==> src/rtl/bx_pkg.sv <==
package bx_pkg;
    typedef enum logic [1:0] {
        BX_BOOT = 2'd0,
        BX_XCHG = 2'd1,
        BX_RUN  = 2'd2
    } bx_state_e;

    typedef enum logic {
        TX_IDLE = 1'b0,
        TX_SEND = 1'b1
    } tx_state_e;

    typedef enum logic {
        RX_IDLE = 1'b0,
        RX_RECV = 1'b1
    } rx_state_e;
endpackage

==> src/rtl/bx_pace.sv <==
module bx_pace
    import bx_pkg::*;
#(
    parameter int KW = 4
) (
    input  logic          clk,
    input  logic          rst_n,
    input  logic [KW-1:0] cfg_interval,
    input  logic          sweep_done,
    input  logic          tx_busy,
    input  logic          rx_busy,
    output logic          stall,
    output logic          start
);
    localparam int CW = KW + 1;

    bx_state_e     state_q, state_d;
    logic [KW-1:0] cnt_q, cnt_d;
    logic [CW-1:0] k_eff;
    logic [CW-1:0] cnt_inc;
    logic          hit;

    // interval of zero is treated as one sweep
    assign k_eff   = (cfg_interval == '0) ? CW'(1) : {1'b0, cfg_interval};
    assign cnt_inc = {1'b0, cnt_q} + CW'(1);
    assign hit     = (cnt_inc >= k_eff);

    // next state and counter
    always_comb begin
        state_d = state_q;
        cnt_d   = cnt_q;
        unique case (state_q)
            BX_BOOT: begin
                state_d = BX_XCHG;
                cnt_d   = '0;
            end
            BX_XCHG: begin
                cnt_d = '0;
                if (!tx_busy && !rx_busy) begin
                    state_d = BX_RUN;
                end
            end
            BX_RUN: begin
                if (sweep_done) begin
                    if (hit) begin
                        state_d = BX_XCHG;
                        cnt_d   = '0;
                    end else begin
                        cnt_d = cnt_inc[KW-1:0];
                    end
                end
            end
            default: begin
                state_d = BX_BOOT;
                cnt_d   = '0;
            end
        endcase
    end

    // state register
    always_ff @(posedge clk) begin
        if (!rst_n) begin
            state_q <= BX_BOOT;
            cnt_q   <= '0;
        end else begin
            state_q <= state_d;
            cnt_q   <= cnt_d;
        end
    end

    // outputs
    always_comb begin
        stall = 1'b1;
        start = 1'b0;
        unique case (state_q)
            BX_BOOT: begin
                stall = 1'b1;
                start = 1'b1;
            end
            BX_XCHG: begin
                stall = 1'b1;
                start = 1'b0;
            end
            BX_RUN: begin
                stall = 1'b0;
                start = sweep_done && hit;
            end
            default: begin
                stall = 1'b1;
                start = 1'b0;
            end
        endcase
    end
endmodule

==> src/rtl/bx_tx_ser.sv <==
module bx_tx_ser
    import bx_pkg::*;
#(
    parameter int NB = 8
) (
    input  logic          clk,
    input  logic          rst_n,
    input  logic          start,
    input  logic [NB-1:0] local_bits,
    input  logic          tx_ready,
    output logic          tx_valid,
    output logic          tx_data,
    output logic          tx_last,
    output logic          busy
);
    localparam int IW = (NB > 1) ? $clog2(NB) : 1;
    localparam logic [IW-1:0] LAST_IDX = IW'(NB - 1);

    tx_state_e     state_q, state_d;
    logic [NB-1:0] snap_q;
    logic [IW-1:0] idx_q, idx_d;
    logic          fire;
    logic          at_end;

    assign at_end = (idx_q == LAST_IDX);
    assign fire   = (state_q == TX_SEND) && tx_ready;

    always_comb begin
        state_d = state_q;
        idx_d   = idx_q;
        unique case (state_q)
            TX_IDLE: begin
                if (start) begin
                    state_d = TX_SEND;
                    idx_d   = '0;
                end
            end
            TX_SEND: begin
                if (fire) begin
                    if (at_end) begin
                        state_d = TX_IDLE;
                        idx_d   = '0;
                    end else begin
                        idx_d = idx_q + IW'(1);
                    end
                end
            end
            default: begin
                state_d = TX_IDLE;
                idx_d   = '0;
            end
        endcase
    end

    always_ff @(posedge clk) begin
        if (!rst_n) begin
            state_q <= TX_IDLE;
            idx_q   <= '0;
            snap_q  <= '0;
        end else begin
            state_q <= state_d;
            idx_q   <= idx_d;
            if (start && (state_q == TX_IDLE)) begin
                snap_q <= local_bits;
            end
        end
    end

    always_comb begin
        tx_valid = 1'b0;
        tx_last  = 1'b0;
        busy     = 1'b0;
        tx_data  = snap_q[idx_q];
        unique case (state_q)
            TX_IDLE: begin
                tx_valid = 1'b0;
                tx_last  = 1'b0;
                busy     = 1'b0;
            end
            TX_SEND: begin
                tx_valid = 1'b1;
                tx_last  = at_end;
                busy     = 1'b1;
            end
            default: begin
                tx_valid = 1'b0;
            end
        endcase
    end
endmodule

==> src/rtl/bx_rx_des.sv <==
module bx_rx_des
    import bx_pkg::*;
#(
    parameter int NB = 8
) (
    input  logic          clk,
    input  logic          rst_n,
    input  logic          start,
    input  logic          rx_valid,
    input  logic          rx_data,
    input  logic          rx_last,
    output logic          rx_ready,
    output logic [NB-1:0] shadow_bits,
    output logic          busy
);
    localparam int IW = (NB > 1) ? $clog2(NB) : 1;
    localparam logic [IW-1:0] LAST_IDX = IW'(NB - 1);

    rx_state_e     state_q, state_d;
    logic [NB-1:0] rbuf_q;
    logic [NB-1:0] frame_nxt;
    logic [NB-1:0] shadow_q;
    logic [IW-1:0] cnt_q, cnt_d;
    logic          take;
    logic          at_end;
    logic          good_end;

    assign take     = (state_q == RX_RECV) && rx_valid;
    assign at_end   = (cnt_q == LAST_IDX);
    assign good_end = take && rx_last && at_end;

    always_comb begin
        frame_nxt        = rbuf_q;
        frame_nxt[cnt_q] = rx_data;
    end

    always_comb begin
        state_d = state_q;
        cnt_d   = cnt_q;
        unique case (state_q)
            RX_IDLE: begin
                if (start) begin
                    state_d = RX_RECV;
                    cnt_d   = '0;
                end
            end
            RX_RECV: begin
                if (take) begin
                    if (good_end) begin
                        state_d = RX_IDLE;
                        cnt_d   = '0;
                    end else if (rx_last || at_end) begin
                        // malformed frame: drop it and start over
                        cnt_d = '0;
                    end else begin
                        cnt_d = cnt_q + IW'(1);
                    end
                end
            end
            default: begin
                state_d = RX_IDLE;
                cnt_d   = '0;
            end
        endcase
    end

    always_ff @(posedge clk) begin
        if (!rst_n) begin
            state_q  <= RX_IDLE;
            cnt_q    <= '0;
            rbuf_q   <= '0;
            shadow_q <= '0;
        end else begin
            state_q <= state_d;
            cnt_q   <= cnt_d;
            if (take) begin
                rbuf_q <= frame_nxt;
            end
            if (good_end) begin
                shadow_q <= frame_nxt;
            end
        end
    end

    always_comb begin
        rx_ready = 1'b0;
        busy     = 1'b0;
        unique case (state_q)
            RX_IDLE: begin
                rx_ready = 1'b0;
                busy     = 1'b0;
            end
            RX_RECV: begin
                rx_ready = 1'b1;
                busy     = 1'b1;
            end
            default: begin
                rx_ready = 1'b0;
            end
        endcase
    end

    assign shadow_bits = shadow_q;
endmodule

==> src/rtl/bnd_xchg_ctrl.sv <==
module bnd_xchg_ctrl #(
    parameter int NB = 8,
    parameter int KW = 4
) (
    input  logic          clk,
    input  logic          rst_n,
    input  logic [KW-1:0] cfg_interval,
    input  logic [NB-1:0] local_bits,
    input  logic          sweep_done,
    output logic          stall,
    output logic [NB-1:0] shadow_bits,
    output logic          tx_valid,
    input  logic          tx_ready,
    output logic          tx_data,
    output logic          tx_last,
    input  logic          rx_valid,
    output logic          rx_ready,
    input  logic          rx_data,
    input  logic          rx_last
);
    logic start;
    logic tx_busy;
    logic rx_busy;

    bx_pace #(.KW(KW)) u_pace (
        .clk          (clk),
        .rst_n        (rst_n),
        .cfg_interval (cfg_interval),
        .sweep_done   (sweep_done),
        .tx_busy      (tx_busy),
        .rx_busy      (rx_busy),
        .stall        (stall),
        .start        (start)
    );

    bx_tx_ser #(.NB(NB)) u_tx (
        .clk        (clk),
        .rst_n      (rst_n),
        .start      (start),
        .local_bits (local_bits),
        .tx_ready   (tx_ready),
        .tx_valid   (tx_valid),
        .tx_data    (tx_data),
        .tx_last    (tx_last),
        .busy       (tx_busy)
    );

    bx_rx_des #(.NB(NB)) u_rx (
        .clk         (clk),
        .rst_n       (rst_n),
        .start       (start),
        .rx_valid    (rx_valid),
        .rx_data     (rx_data),
        .rx_last     (rx_last),
        .rx_ready    (rx_ready),
        .shadow_bits (shadow_bits),
        .busy        (rx_busy)
    );
endmodule

==> config.mk <==
export PLATFORM = sky130hd
export DESIGN_NAME = bnd_xchg_ctrl
export DESIGN_NICKNAME = d
export VERILOG_FILES = /design/src/rtl/bx_pkg.sv /design/src/rtl/bx_pace.sv /design/src/rtl/bx_tx_ser.sv /design/src/rtl/bx_rx_des.sv /design/src/rtl/bnd_xchg_ctrl.sv
export SDC_FILE = /design/constraint.sdc
export NUM_CORES = 1
export LEC_CHECK = 0
export BUFFER_PORTS_ARGS = -buffer_cell sky130_fd_sc_hd__buf_2
export CAP_MARGIN = 20
export CORE_MARGIN = 2
export CORE_UTILIZATION = 30
export DETAILED_ROUTE_END_ITERATION = 6
export PLACE_DENSITY = 0.48
export SKIP_LAST_GASP = 1
export SYNTH_ARGS = -nofsm -noshare
export SYNTH_HDL_FRONTEND = slang
export SYNTH_SLANG_ARGS = --single-unit
export TNS_END_PERCENT = 20
==> constraint.sdc <==
create_clock -name clk -period 6.4 [get_ports clk]
set_clock_uncertainty 0.1 [all_clocks]
set_input_delay 0.32 -clock clk [delete_from_list [all_inputs] [get_ports clk]]
set_output_delay 0.32 -clock clk [all_outputs]
set_load 0.01 [all_outputs]
==> impl_metrics.yaml <==
outcome:
  status: "finished, final reports clean"
detailed_routing:
  drc: 0
  post_drt_via_cell_ratio: 4.74
  num_vias: 1521
  ant_nets: 0
  wl_um: 3810
  drt_first_pass_iters: 4
  first_iter_violations: 35
  wl_per_cell_um: 11.9
placed_design:
  gp_congestion: 0.697
  hpwl_um: 2720
  dp.cells: 313
  portBuffers: 31
critical_path:
  worstPathArrival_ns: 2.63
  rrSetupSlack_ns: 3.89
  worstReg2RegStart: "u_pace.cnt_q[0]"
  critPathLaunch: "u_pace.cnt_q[0]"
  endpoint: "u_tx.snap_q[4]"
  crit_fanout: 8
  cp-start-kind: "flop"
  end_kind: "flop"
  critical_path_class: "flop to flop"
  reg2reg_to: "u_tx.snap_q[4]"
  rr_worst_depth: 8
  crit_required_ns: 6.52
clock_tree:
  cts-resized-gates: 0
  cts_setup_buffers: 0
  cts_hold_buf: 0
  clk_pin_slew_ns: 0.08
  clock_sinks: 38
  clock_latency_ns: 0.29
  clock-root-buffer: "clkbuf_8"
  clk_path_buf_depth: 2
  numCtsBuffers: 5
  cts_tree: "yes"
  htree_levels: 2
timing:
  fmaxAchievable_ghz: 0.398
  rsz0062_at_grt: "no"
  max_slew.worst_pin.slew_ns: 0.691
  relSlewSlack_pct: 53.9
  final.setup.tns_ns: 0
  finalHoldViolations: 0
  fin_crit_sh_pct: 39.2
  maxSlewViolCount: 0
  fin_crit_ns: 2.51
  finalSetupViolations: 0
logic_synthesis:
  synth_edf_count: 0
  yosys.area.top_type: "dfxtp_1"
  yosysWarnings: 0
  avgSynthCellArea_um2: 8.75
  async_flop_share_pct: 0
  mappedNetlistNets: 249
  yosysSeqAreaShare_pct: 39.3
  ys_ff_latch: 38
  synth.most_common_cell: "dfxtp_1"
  synthTopCellsByArea: "dfxtp_1 39%, mux2i_1 9.3%, nor2_1 6.4%"
  netlist_top_cells_count: "38 x dfxtp_1, 33 x nor2_1, 25 x nand2_1"
  netlist_instances: 221
  yosys_most_used_dff: "dfxtp_1"
  synth_area_um2: 1930
  ys_types: 39
  yosysTopAreaCellShare_pct: 39.3
global_route:
  grt_pass1_vias: 1514
  grt_remaining_overflow: 0
  grt_max_degree: 25
  grt_util_all_layers_pct: 11.5
  antenna_found_initial: 0
  grt_pass1_wl_um: 6740
final_layout:
  n_fill_cell: 662
  drive_gt1_share_pct: 18.4
  final_cells: 321
  fin_nets: 271
  area_growth_pct: 13.5
  multi_input_area_um2: 1070
  regArea_um2: 761
  diodes: 0
power:
  comb_power_share_pct: 24.4
  switching_share_pct: 32.4
  p_int_w: 0.000413
  seq_power_share_pct: 48.7
  leakage_nw: 0.931
  power_density_nw_per_um2: 278
  p_clk_share_pct: 26.9
  peakVddDrop_v: 0.0000858
  switching_power_w: 0.000198
floorplanning:
  dieWidth_um: 84.3
  die_height_um: 84.3
  start_util_pct: 30.8
  core-area_um2: 6280
  io_pins: 32
  rows: 29
  die-area_um2: 7110
run:
  maxCapViolCount: 0
worst_hold_path:
  hp-class: "input pin to flop"
  hp-start: "local_bits[7]"
-- state kept, by name (all words and copies together) (netlist names) --
name              count
u_rx.state_q          1
u_tx.snap_q           8
u_tx.idx_q            3
u_rx.shadow_bits      8
u_pace.state_q        2
u_rx.rbuf_q           8
u_pace.cnt_q          4
u_tx.state_q          1
u_rx.cnt_q            3
-- cell usage in the layout, fill, tap and decap left out, types with 3 or more instances in the layout --
cell type	count
nand2b_1	3
clkbuf_8	5
nor3_1	4
nand2_1	25
a31oi_1	6
dfxtp_1	38
o21ai_0	4
nand3_1	11
mux2i_1	18
a311oi_1	3
inv_1	8
buf_2	31
ha_1	9
xor2_1	3
nor2_1	33
a211oi_1	13
-- power groups by stage --
stage                     logic (W)  clock network (W)  registers, W
final                      0.000149           0.000164      0.000297
after global routing       0.000171           0.000177      0.000304
after CTS                  0.000152           0.000170      0.000297
after floorplan            0.000133                  0      0.000290
after global placement     0.000150                  0      0.000304
after detailed placement   0.000151                  0      0.000303
-- metrics by stage --
stage | power [W] | instance area (µm²) | hold slack, ns | utilization, % | worst slack [ns]
after floorplan | 0.000424 | 1930 | 0.332 | - | 4.17
after global placement | 0.000454 | 2110 | 0.340 | 33.6 | 3.93
after detailed placement | 0.000454 | 2110 | 0.347 | 33.6 | 3.87
after CTS | 0.000619 | 2190 | 0.162 | 35.0 | 3.85
after global routing | 0.000652 | 2190 | 0.174 | 35.0 | 3.69
final | 0.000611 | 2190 | 0.163 | 35.0 | 3.89
-- layer usage --
| metal | wire (µm) | track usage (%) | part of all wire, % |
|---|---|---|---|
| met2 | 1680 | 18.5 | 44 |
| met3 | 164 | 3.44 | 4.3 |
| met4 | 35 | 3.96 | 0.92 |
| met5 | 0 | 0 | 0 |
| met1 | 1930 | 14.7 | 51 |
-- logic make-up (layout without fill, tap and decap cells) --
kind of cell / count (synthesis) / after routing / synth area share [%]
flops: 38 / 38 / 39.3
mux: 21 / 21 / 12.2
simple gates: 90 / 90 / 21.2
buf+inv: 24 / 47 / 5.56
fa+ha+maj: 9 / 9 / 5.82
compound gates: 34 / 34 / 13.6
xor+xnor: 5 / 5 / 2.26
-- how the worst min path moves through the flow --
stage / end / slack (ns) / cells past startpoint
after floorplan: u_tx.snap_q[2] / 0.33 / 2
after global routing: u_tx.snap_q[5] / 0.17 / 3
final: u_tx.snap_q[7] / 0.16 / 3
after detailed placement: u_tx.snap_q[7] / 0.35 / 2
after global placement: u_tx.snap_q[1] / 0.34 / 2
after CTS: u_tx.snap_q[5] / 0.16 / 3
-- critical path: stages, from the launching register on --
cell      delay, ns
dfxtp_1        0.36
ha_1           0.25
xor2_1         0.15
ha_1           0.30
a21o_1         0.11
a31oi_1        0.07
a211oi_4       0.42
and2b_1        0.46
mux2i_1        0.24
-- cell type report --
type                       instances  share of cell area, %
tap                               77                   4.39
timing repair buffer              31                   7.07
multi-input combinational        159                   48.6
sequential                        38                   34.7
inverter                           8                   1.37
clock inverter                     2                  0.627
clock buffer                       6                   3.31
Power figures use the tool's default switching activity.
